<file path="config.mk">
export PLATFORM = sky130hd
export DESIGN_NAME = bfx_unit
export DESIGN_NICKNAME = d
export VERILOG_FILES = /design/src/rtl/bfx_pkg.sv /design/src/rtl/bfx_decode.sv /design/src/rtl/bfx_core.sv /design/src/rtl/bfx_flags.sv /design/src/rtl/bfx_unit.sv
export SDC_FILE = /design/constraint.sdc
export NUM_CORES = 1
export LEC_CHECK = 0
export BUFFER_PORTS_ARGS = -buffer_cell sky130_fd_sc_hd__buf_2
export CAP_MARGIN = 20
export CORE_ASPECT_RATIO = 1.5
export CORE_MARGIN = 5
export CORE_UTILIZATION = 35
export DETAILED_ROUTE_END_ITERATION = 12
export SYNTH_ARGS = -nofsm -noshare
export SYNTH_HDL_FRONTEND = slang
export SYNTH_SLANG_ARGS = --single-unit
</file>
<file path="constraint.sdc">
create_clock -name clk -period 7 [get_ports clk]
set_clock_uncertainty 0.15 [all_clocks]
set_input_delay 1.4 -clock clk [delete_from_list [all_inputs] [get_ports clk]]
set_output_delay 1.4 -clock clk [all_outputs]
set_load 0.03 [all_outputs]
</file>
<file path="src/rtl/bfx_pkg.sv">
package bfx_pkg;

    localparam int unsigned XLEN  = 32;
    localparam int unsigned IW    = 64;
    localparam int unsigned RW    = 8;
    localparam int unsigned FW    = 8;
    localparam int unsigned SUM_W = FW + 1;

    // instruction-word option bits that decoding depends on
    localparam int unsigned REV_POS = 40;
    localparam int unsigned UPD_POS = 47;
    localparam int unsigned SGN_POS = 48;

    typedef struct packed {
        logic [RW-1:0] dest;
        logic          rev;
        logic          upd;
        logic          sgn;
        logic [FW-1:0] start;
        logic [FW-1:0] len;
    } op_t;

    typedef struct packed {
        logic z;
        logic s;
        logic c;
        logic o;
    } flags_t;

    function automatic logic [XLEN-1:0] mirror(input logic [XLEN-1:0] v);
        logic [XLEN-1:0] r;
        for (int k = 0; k < XLEN; k++) begin
            r[k] = v[XLEN-1-k];
        end
        return r;
    endfunction

endpackage

</file>
<file path="src/rtl/bfx_decode.sv">
module bfx_decode
    import bfx_pkg::*;
(
    input  logic [IW-1:0]   instr,
    input  logic [XLEN-1:0] ctrl,
    output op_t             op
);
    always_comb begin
        op.dest  = instr[RW-1:0];
        op.rev   = instr[REV_POS];
        op.upd   = instr[UPD_POS];
        op.sgn   = instr[SGN_POS];
        op.start = ctrl[FW-1:0];
        op.len   = ctrl[2*FW-1:FW];
    end
endmodule

</file>
<file path="src/rtl/bfx_core.sv">
module bfx_core
    import bfx_pkg::*;
#(
    parameter int unsigned DATA_W = XLEN
) (
    input  op_t               op,
    input  logic [DATA_W-1:0] base,
    output logic [DATA_W-1:0] res
);
    localparam int unsigned IDX_W = $clog2(DATA_W);

    logic [DATA_W-1:0] src;
    logic [DATA_W-1:0] shifted;
    logic [DATA_W-1:0] keep;
    logic [SUM_W-1:0]  fin;
    logic              past_top;
    logic [IDX_W:0]    top;
    logic [IDX_W-1:0]  sidx;
    logic              fill;
    logic [DATA_W-1:0] staged;

    assign src     = op.rev ? mirror(src_in(base)) : base;
    assign shifted = src >> op.start;
    assign fin     = {1'b0, op.start} + {1'b0, op.len};
    assign past_top = fin >= SUM_W'(DATA_W);
    assign top     = past_top ? (IDX_W+1)'(DATA_W) : fin[IDX_W:0];
    assign sidx    = IDX_W'(top - 1'b1);
    assign fill    = op.sgn & src[sidx];

    function automatic logic [DATA_W-1:0] src_in(input logic [DATA_W-1:0] v);
        return v;
    endfunction

    // bit i is a real field bit when it is inside the length and inside the word
    always_comb begin
        for (int i = 0; i < DATA_W; i++) begin
            keep[i] = (SUM_W'(i) < {1'b0, op.len}) &&
                      ((SUM_W'(i) + {1'b0, op.start}) < SUM_W'(DATA_W));
        end
    end

    always_comb begin
        staged = (shifted & keep) | ({DATA_W{fill}} & ~keep);
        if (op.sgn && past_top) begin
            staged[DATA_W-1] = src[DATA_W-1];
        end
        if (op.len == '0) begin
            staged = '0;
        end
        res = staged;
    end
endmodule

</file>
<file path="src/rtl/bfx_flags.sv">
module bfx_flags
    import bfx_pkg::*;
#(
    parameter int unsigned DATA_W = XLEN
) (
    input  logic [DATA_W-1:0] res,
    output flags_t            flg
);
    always_comb begin
        flg.z = (res == '0);
        flg.s = res[DATA_W-1];
        flg.c = 1'b0;
        flg.o = 1'b0;
    end
endmodule

</file>
<file path="src/rtl/bfx_unit.sv">
module bfx_unit
    import bfx_pkg::*;
(
    input  logic            clk,
    input  logic            rst,
    input  logic            in_valid,
    input  logic [IW-1:0]   instr,
    input  logic [XLEN-1:0] base,
    input  logic [XLEN-1:0] ctrl,
    output logic            out_valid,
    output logic [RW-1:0]   dest,
    output logic [XLEN-1:0] result,
    output logic            flags_we,
    output logic            flag_z,
    output logic            flag_s,
    output logic            flag_c,
    output logic            flag_o
);
    op_t             op;
    logic [XLEN-1:0] res_c;
    flags_t          flg_c;
    flags_t          flg_q;

    bfx_decode u_dec (.instr(instr), .ctrl(ctrl), .op(op));
    bfx_core  #(.DATA_W(XLEN)) u_core (.op(op), .base(base), .res(res_c));
    bfx_flags #(.DATA_W(XLEN)) u_flg  (.res(res_c), .flg(flg_c));

    always_ff @(posedge clk) begin
        if (rst) begin
            out_valid <= 1'b0;
            flags_we  <= 1'b0;
        end else begin
            out_valid <= in_valid;
            flags_we  <= in_valid & op.upd;
        end
    end

    always_ff @(posedge clk) begin
        if (in_valid) begin
            dest   <= op.dest;
            result <= res_c;
            flg_q  <= flg_c;
        end
    end

    assign flag_z = flg_q.z;
    assign flag_s = flg_q.s;
    assign flag_c = flg_q.c;
    assign flag_o = flg_q.o;

    AST_VALID_FOLLOWS: assert property (@(posedge clk) disable iff (rst) in_valid |=> out_valid)
        else $error("valid did not follow");
    AST_DEST_CARRIED: assert property (@(posedge clk) disable iff (rst) in_valid |=> dest == $past(instr[RW-1:0]))
        else $error("dest mismatch");
    AST_ZERO_LENGTH: assert property (@(posedge clk) disable iff (rst) (in_valid && ctrl[2*FW-1:FW] == '0) |=> result == '0)
        else $error("zero length not zero");
    AST_UNSIGNED_FAR: assert property (@(posedge clk) disable iff (rst) (in_valid && !instr[SGN_POS] && ctrl[FW-1:0] >= FW'(XLEN)) |=> result == '0)
        else $error("far start not zero");
    AST_SIGNED_REPLICATE: assert property (@(posedge clk) disable iff (rst) (in_valid && instr[SGN_POS] && ctrl[FW-1:0] >= FW'(XLEN) && ctrl[2*FW-1:FW] != '0) |=> (result == '0 || result == '1))
        else $error("replication broken");
    AST_FLAG_ZERO: assert property (@(posedge clk) disable iff (rst) flags_we |-> (flag_z == (result == '0) && flag_s == result[XLEN-1]))
        else $error("flags disagree with result");
    AST_FLAG_GATED: assert property (@(posedge clk) disable iff (rst) flags_we |-> out_valid)
        else $error("flag write without result");
endmodule

</file>
-- After elaboration in Yosys (flattened, before gate mapping)
Cells that the tools add are included.
- logic and storage cells: 153
- output and inout port bits: 46
- bits in registers: 44
- order comparisons: 66
- shifts and indexed selects: 1
- multiplexer cells: 6
- $add $sub $neg: 33
- bitwise logic cells: 6
- reductions and logical operators: 35
- operators by type and width (cell ; number):
    $lt 9x6->1 const B ; 31
    $add 5x8->9 const A ; 16
    $lt 5x8->1 const A ; 16
    $add 4x8->9 const A ; 8
    $and 32x32->32 ; 2
    $lt 4x8->1 const A ; 8
    $mux 32 ; 2
    $add 3x8->9 const A ; 4
    $logic_and 1x1->1 ; 33
    $logic_not 32->1 ; 1
    $lt 3x8->1 const A ; 4
    $not 32->32 ; 1
    $or 32x32->32 ; 1
    $shr 32x8->32 ; 1
    $add 2x8->9 const A ; 2
    $lt 1x8->1 const A ; 2
    $lt 2x8->1 const A ; 2
    $add 1x8->9 const A ; 1
    $add 8x8->9 ; 1
    $ge 9x6->1 const B ; 1
    $logic_not 8->1 ; 1
    $lt 8x6->1 const B ; 1
    $lt 5x6->1 const B ; 1
    $bmux 1 s5 ; 1
    4 further kinds ; 6

-- Longest topological paths before layout
Gate-level depths: netlist of run 1.
- depth in word-level cells: 12
- gate-level depth with buffers: 23
- mapped depth without buffers: 19

-- Cells and area by module
From an unflattened synthesis of run 1, not the netlist that was laid out.
- cells, all modules: 793
- area, all modules: 6137.1 µm²
- modules (own cells, without submodules) (module ; cells each ; seq. area each (µm²) ; times used ; area an instance (µm²)):
    bfx_core ; 703 ; 0.0 ; 1 ; 4459.3
    bfx_unit ; 48 ; 1361.3 ; 1 ; 1376.3
    bfx_decode ; 27 ; 0.0 ; 1 ; 202.7
    bfx_flags ; 15 ; 0.0 ; 1 ; 98.8

-- Least setup slack after synthesis of run 1
Ideal clock, no wire load.
- kind: input port to flip-flop
- from: in ctrl[1]
- to: reg result[25], data pin
- stages: 21
- data arrival time: 5.772 ns
- path slack: 0.792 ns
- required time: 6.564 ns
- cell sequence: clkbuf_1 clkinv_1 buf_2 clkbuf_1 fa_1 nand2b_1 nand3_1 mux2i_2 and3_1 buf_6 inv_1 ha_1 clkbuf_1 mux4_2 mux2_2 o2bb2ai_1 o21ai_0 and3_1 o21ai_0 buf_2 o21ai_0
- cells in the longest elaborated chain, start to end: 10
- elaborated cells on any way between the ends: 16
- those cells by class: 3 x add/sub; 2 x order compare; 1 x shift; 4 x mux; 5 x bitwise; 1 x reduce/logical
- ends and longest elaborated chain (what ; RTL line ; text):
    start, declared ; bfx_unit.sv:9 ; input logic [XLEN-1:0] ctrl,
    $add 8x8->9 ; bfx_core.sv:24 ; assign fin = {1'b0, op.start} + {1'b0, op.len};
    $ge 9x6->1 ; bfx_core.sv:25 ; assign past_top = fin >= SUM_W'(DATA_W);
    $mux 5 ; bfx_core.sv:26 ; assign top = past_top ? (IDX_W+1)'(DATA_W) : fin[IDX_W:0];
    $sub 5x1->5 ; bfx_core.sv:27 ; assign sidx = IDX_W'(top - 1'b1);
    $bmux 1 s5 ; bfx_core.sv:28 ; assign fill = op.sgn & src[sidx];
    $mux 1 (implied by the code) ; bfx_core.sv:28 ;
    $and 1x1->1 ; bfx_core.sv:28 ;
    $and 32x32->32 ; bfx_core.sv:43 ; staged = (shifted & keep) | ({DATA_W{fill}} & ~keep);
    $or 32x32->32 * ; bfx_core.sv:43 ;
    $mux 32 * ; bfx_core.sv:47 ; if (op.len == '0) begin
    net res_c[25] ; bfx_unit.sv:20 ; logic [XLEN-1:0] res_c;
    end signal, assigned ; bfx_unit.sv:41 ; result <= res_c;
    end, declared ; bfx_unit.sv:12 ; output logic [XLEN-1:0] result,
The timed path passes the listed nets; every way through them passes the cells marked *. The select of a mux whose other input is x is not followed.
A chain may end at the register's enable or synchronous reset.

==> metrics.txt, run 1 <==
most frequent cell after synthesis nor2_1; register area share after synthesis 0.195; share of cells above drive strength 1 0.249; largest cells by area after synthesis edfxtp_1, mux4_2, mux2i_1; nets 989; DRC errors left 0; sequential share of power 0.294; Critical path origin ctrl[11]; area share of the largest cell type after synthesis 0.189; hold crit path type in2reg; clock-pin slew on the worst setup and hold paths 60 ps; Worst EP arrival 5860 ps; Synth cell types 90; dpl hpwl 18200 um; Fin. Hold Viols 0; Comb power frac 0.473; TritonCTS clock tree done; Int Pwr 0.000671 W; setup ws final 1140 ps; detailed-route via count 7021; Port Buffers 105; Worst Hold End out_valid; Clk pwr share 0.233; Die H 177 um; Total Routed Length 24000 um; initial DRC count 680; fin cells 1099; H-tree levels 2; top cell type by total area after synthesis edfxtp_1; Post-CTS Hold Fix Bufs 0; mapped cell area 0.00651 mm2; Final Setup Violations 0; Max VDD drop 0.0846 mV; Worst EP required 7000 ps; critical path launch point type primary input; Fmax 0.171 GHz; Post-Route Setup TNS 0 ps; Max Cap Viol 0; Cells after DPL 1090; #FFs+latches synth 43; Core Footprint 0.0184 mm2; CTS Buf Count 5; clk buf depth 2; Root Driver clkbuf_16; Top Ports 177; Vias per Instance 6.39; die area 0.0215 mm2; ys flop type edfxtp_1; post-cts sizing count 0; syn avg cell area 8.32 um2; antenna violation net count after detailed routing 0; count of final max-slew check failures 0; total gr overflow 0; Worst Hold Launch rst; Min Clock Period, post-route 5860 ps; asr flop ratio synth 0; slew of the pin with the lowest slew margin 1190 ps; vias in the first global route 6586; relative slew slack 0.194; Setup crit end kind register; RSZ-0062 raised after global routing no; GRT Total Usage 0.219; DR WL/cell 21.9 um; DR pass1 iterations 7; number of synthesized flops with an enable pin 41; Synth Instances 782; pin count of the biggest net entering global routing 52; status complete, no violations; Starting Density 0.354; kind of critical path in2reg; NetSw 0.000430 W; initial antenna violation count 0; PD cells 150 mW/mm2; row count 61; Lkg Pwr 2.75 nW; Post-CTS Setup Bufs 0; post-layout total power 0.00110 W; final worst path period share 0.838; Post-synth top cells nor2_1, nand2_1, o21ai_0, a21oi_1, clkbuf_1; clock sinks 43; Post-Place Setup Slack 935 ps; first-pass GRT wire length 37400 um; Ys Warns 0; Layout area overhead 13.0%; Worst Path Max Fanout 19; gpl congestion 1.02; Die X 121 um; # diodes 0; hold depth 2; sw frac 0.391
==> per-layer routing <==
| metal | track usage | wire length (um) | up-vias |
|---|---|---|---|
| met5 | 0 | 0 | - |
| met4 | 0.121 | 1620 | 0 |
| met3 | 0.0163 | 1590 | 70 |
| met2 | 0.368 | 11600 | 378 |
| met1 | 0.275 | 9190 | 3354 |
| li1 | - | - | 3219 |
==> final cells by class <==
cell class	instances	area, um2
multi-input cells	657	4870
inverters	13	48.8
clock inverters	3	43.8
well taps	252	315
repair buffers	126	683
clock buffers	5	125
flip-flops and latches	43	1270
fillers	1928	11000
==> sequential cells by signal (all words and copies together), names as in the netlist <==
name / flops
flags_we: 1
flag_z: 1
out_valid: 1
dest: 8
result: 32
==> power by group through the flow <==
stage / combinational [W] / clock [W] / sequential (W)
after global routing: 0.000557 / 0.000274 / 0.000327
after global placement: 0.000510 / 0 / 0.000329
final: 0.000521 / 0.000256 / 0.000324
after floorplan: 0.000298 / 0 / 0.000391
after CTS: 0.000513 / 0.000261 / 0.000325
after detailed placement: 0.000512 / 0 / 0.000330
==> how the worst max path moves through the flow <==
stage | end | cells past startpoint
2_1_floorplan | result[25] | 21
3_3_place_gp | flag_z | 16
3_5_place_dp | flag_z | 16
4_1_cts | flag_z | 16
5_1_grt | flag_z | 19
6_report | flag_z | 17
==> kinds of logic after synthesis <==
family	share of synthesized area
buffers and inverters	0.0571
XOR/XNOR	0.0196
flip-flops	0.195
AO/OA/AOI/OAI	0.264
adder cells (fa/ha/maj)	0.0242
AND/OR/NAND/NOR	0.213
multiplexers	0.226
other	0.000576
==> cells in the final DEF, fill, tap and decap left out, drive strengths merged, types with 7 or more instances in the layout <==
cell    count
mux2i      40
edfxtp     41
mux4       40
buf       125
nand2b      8
nand2      59
nand4       9
a221oi      7
nand3      34
ha         11
a31oi      19
nor2b       9
a211oi      8
nor4        8
a21o       12
nor2       86
o22ai      22
o22a        9
o31ai      10
mux2       15
o21ai      54
inv        12
xnor2      10
or3         9
a21oi      48
and3       12
nor3       22
==> metrics by stage <==
stage | area [um2] | utilization | hold WS [ps]
2_1_floorplan | 6510 | - | 1330
3_3_place_gp | 7180 | 0.390 | 1420
3_5_place_dp | 7180 | 0.390 | 1420
4_1_cts | 7350 | 0.400 | 1130
5_1_grt | 7360 | 0.400 | 1130
6_report | 7360 | 0.400 | 1130
==> critical path, cell delays in order <==
cell       delay (ps)
buf_2             320
ha_1              370
a21o_1            200
a21o_1            190
mux2i_2           390
and3_1            240
inv_1              40
ha_1              540
mux4_2            370
mux2_2            320
o2bb2ai_1         140
o21ai_0           120
a31oi_1           340
buf_4             250
o31ai_1           110
nor4_1            290
and3_1            190
Power figures use the tool's default switching activity.
==> run 2: changes to the inputs <==
--- a/config.mk
+++ b/config.mk
@@ -5,6 +5,7 @@
 export SDC_FILE = /design/constraint.sdc
 export NUM_CORES = 1
 export LEC_CHECK = 0
+export ABC_AREA = 1
 export BUFFER_PORTS_ARGS = -buffer_cell sky130_fd_sc_hd__buf_2
 export CAP_MARGIN = 20
 export CORE_ASPECT_RATIO = 1.5
==> constraint.sdc (replaced) <==
create_clock -name clk -period 5.05 [get_ports clk]
set_clock_uncertainty 0.15 [all_clocks]
set_input_delay 1.01 -clock clk [delete_from_list [all_inputs] [get_ports clk]]
set_output_delay 1.01 -clock clk [all_outputs]
set_load 0.03 [all_outputs]
==> run 2 against run 1 <==
  * Via count grew 16%
  * Global-route usage grew 2.2 points
  * Non-clock buffer count grew 23
  * Final cell count grew 37%
  * Clock-buffer cell count is the same
  * Power grew 44%
  * Sequential share of layout area shrank 0.55 points
  * Critical endpoint unchanged
  * Largest cell class unchanged
==> metrics.txt, run 2 <==
status complete, no violations (unchanged); count of final max-slew check failures 0 (unchanged); Worst Hold Launch rst (unchanged); Final Util 0.411 (was 0.400); Cells after DPL 1498 (was 1090); Post-Place Setup Slack 350 ps (was 935 ps); Die H 177 um (about the same); GRT Total Usage 0.241 (was 0.219); Ys Warns 0 (unchanged); Synth Instances 1157 (was 782); hold depth 2 (unchanged); #FFs+latches synth 43 (unchanged); ys flop type edfxtp_1 (unchanged); Max Cap Viol 0 (unchanged); commonest non-fill, non-tap cell in the layout nand2_1 (was buf_2); Worst Path Max Fanout 32 (was 19); kind of critical path in2reg (unchanged); initial DRC count 673 (was 680); Min Clock Period, post-route 4390 ps; largest cells by area after synthesis edfxtp_1, nand2_1, inv_1 (was edfxtp_1, mux4_2, mux2i_1); nets 1396 (was 989); most frequent cells in the layout nand2_1, inv_1, nor2_1 (was buf_2, nor2_1, nand2_1); mapped cell area 0.00652 mm2 (was 0.00651 mm2); FILL cells 2151 (was 1928); TritonCTS clock tree done (unchanged); clk buf depth 2 (unchanged); Worst EP required 5050 ps (was 7000 ps); Post-CTS Hold Fix Bufs 0 (unchanged); Worst Hold End flags_we (was out_valid); hold crit path type in2reg (unchanged); FF/Latch Area 0.00127 mm2 (unchanged); Worst EP arrival 4390 ps (was 5860 ps); clock-pin slew on the worst setup and hold paths 60 ps (about the same); Post-Route Setup TNS 0 ps (unchanged); top cell type by total area after synthesis edfxtp_1 (unchanged); Vias per Instance 5.41 (was 6.39); vias in the first global route 7660 (was 6586); first-pass GRT wire length 40800 um (was 37400 um); CTS Buf Count 5 (unchanged); row count 61 (unchanged); Root Driver clkbuf_16 (unchanged); Post-synth top cells nand2_1, inv_1, nor2_1, o21ai_0, nand3_1 (was nor2_1, nand2_1, o21ai_0, a21oi_1, clkbuf_1); number of synthesized flops with an enable pin 41 (unchanged); final worst path period share 0.870; die area 0.0215 mm2 (about the same); Port Buffers 105 (unchanged); Post-CTS Setup Bufs 0 (unchanged); area occupied by multi-input gates 0.00429 mm2 (was 0.00487 mm2); gpl congestion 1.03 (was 1.02); Top Registers result (32), dest (8) (unchanged); Layout area overhead 16.6% (was 13.0%); pin count of the biggest net entering global routing 44 (was 52); clock sinks 43 (unchanged); Fin. Hold Viols 0 (unchanged); DRC errors left 0 (unchanged); setup ws final 655 ps (was 1140 ps); number of flip-flops under the largest register name 32 (unchanged); Core Footprint 0.0185 mm2 (was 0.0184 mm2); antenna violation net count after detailed routing 0 (unchanged); initial antenna violation count 0 (unchanged); PD cells 208 mW/mm2 (was 150 mW/mm2); most frequent cell after synthesis nand2_1 (was nor2_1); Total Routed Length 26700 um (was 24000 um); Setup crit end kind register (unchanged); Final Setup Violations 0 (unchanged); Fmax 0.228 GHz; dpl hpwl 21700 um (was 18200 um); register area share after synthesis 0.195 (about the same); H-tree levels 2 (unchanged); Starting Density 0.353 (was 0.354); Min Hold Slack 747 ps (was 1130 ps); Lkg Pwr 3.79 nW (was 2.75 nW); detailed-route via count 8143 (was 7021); Top Ports 177 (unchanged); most flop-heavy register result (unchanged); post-cts sizing count 0 (unchanged); RSZ-0062 raised after global routing no (unchanged); Die X 121 um (about the same); relative slew slack 0.345 (was 0.194); asr flop ratio synth 0 (unchanged); DR pass1 iterations 6 (was 7); DR WL/cell 17.7 um (was 21.9 um); area share of the largest cell type after synthesis 0.189 (about the same); share of cells above drive strength 1 0.139 (was 0.249); total gr overflow 0 (unchanged); Max VDD drop 0.114 mV (was 0.0846 mV); fin cells 1506 (was 1099); # diodes 0 (unchanged); slew of the pin with the lowest slew margin 974 ps (was 1190 ps); Synth cell types 52 (was 90); syn avg cell area 5.63 um2 (was 8.32 um2); critical path launch point type primary input (unchanged)
[run 2: final cells by class]
cell class / count / area share
clock buffer: 5 / 0.0165
clock inverter: 3 / 0.00510
inverter: 180 / 0.0889
multi-input combinational: 874 / 0.565
sequential: 43 / 0.167
tap: 252 / 0.0415
timing repair buffer: 149 / 0.116
[run 2: stage by stage]
step	total power (W)	area [um2]
after floorplan	0.000987	6520
after global placement	0.00123	7430
after detailed placement	0.00124	7430
after CTS	0.00159	7600
after global routing	0.00169	7600
final	0.00158	7600
[run 2: kinds of logic after synthesis]
group	Yosys count	share of synthesized area
and+or+nand+nor	617	0.404
buffers and inverters	241	0.147
AOI/OAI and AO/OA	220	0.196
DFF	43	0.195
xor gates and xnor gates	16	0.0215
adders and majority gates	12	0.0242
muxes	7	0.0108
other	1	0.000575
[run 2: critical path, stage by stage]
cell     delay (ps)
buf_2           110
ha_1            200
inv_1            70
fa_1            190
inv_1            50
nand3_1          80
nand3_1         140
o21ai_4         210
nand2_1         110
inv_2           150
nand2_1          90
ha_1            300
inv_1           250
nand3_1         140
nand3_1         110
nand3_1          80
nand2_1          90
nand2_1          60
nand3_2          90
buf_12          180
nand2_1          70
nand3_1         130
nand2_1          60
inv_1            50
nand2_1          50
nor2_1          110
nand2_1          70
nor2_1           90
[run 2: report_power, final]
part | internal [W] | leakage, nW | switching, W
clock network | 0.000230 | 0.0812 | 0.000118
logic | 0.000231 | 3.30 | 0.000543
registers | 0.000452 | 0.414 | 0.00000970
total | 0.000913 | 3.79 | 0.000671
[run 2: routing by layer]
layer  wire (um)  track usage  vias up
li1            -            -     3985
met1        9450        0.261     3635
met2       13100        0.432      419
met3        1940       0.0195      104
met4        2250        0.177        0
met5           0            0        -
[run 2: how the worst max path moves through the flow]
stage	from	depth (start not counted)	to
global route	ctrl[0]	28	flag_z
CTS	ctrl[0]	28	flag_z
floorplan	ctrl[1]	27	flag_z
global placement	ctrl[0]	28	flag_z
finish	ctrl[0]	28	flag_z
detailed placement	ctrl[0]	28	flag_z
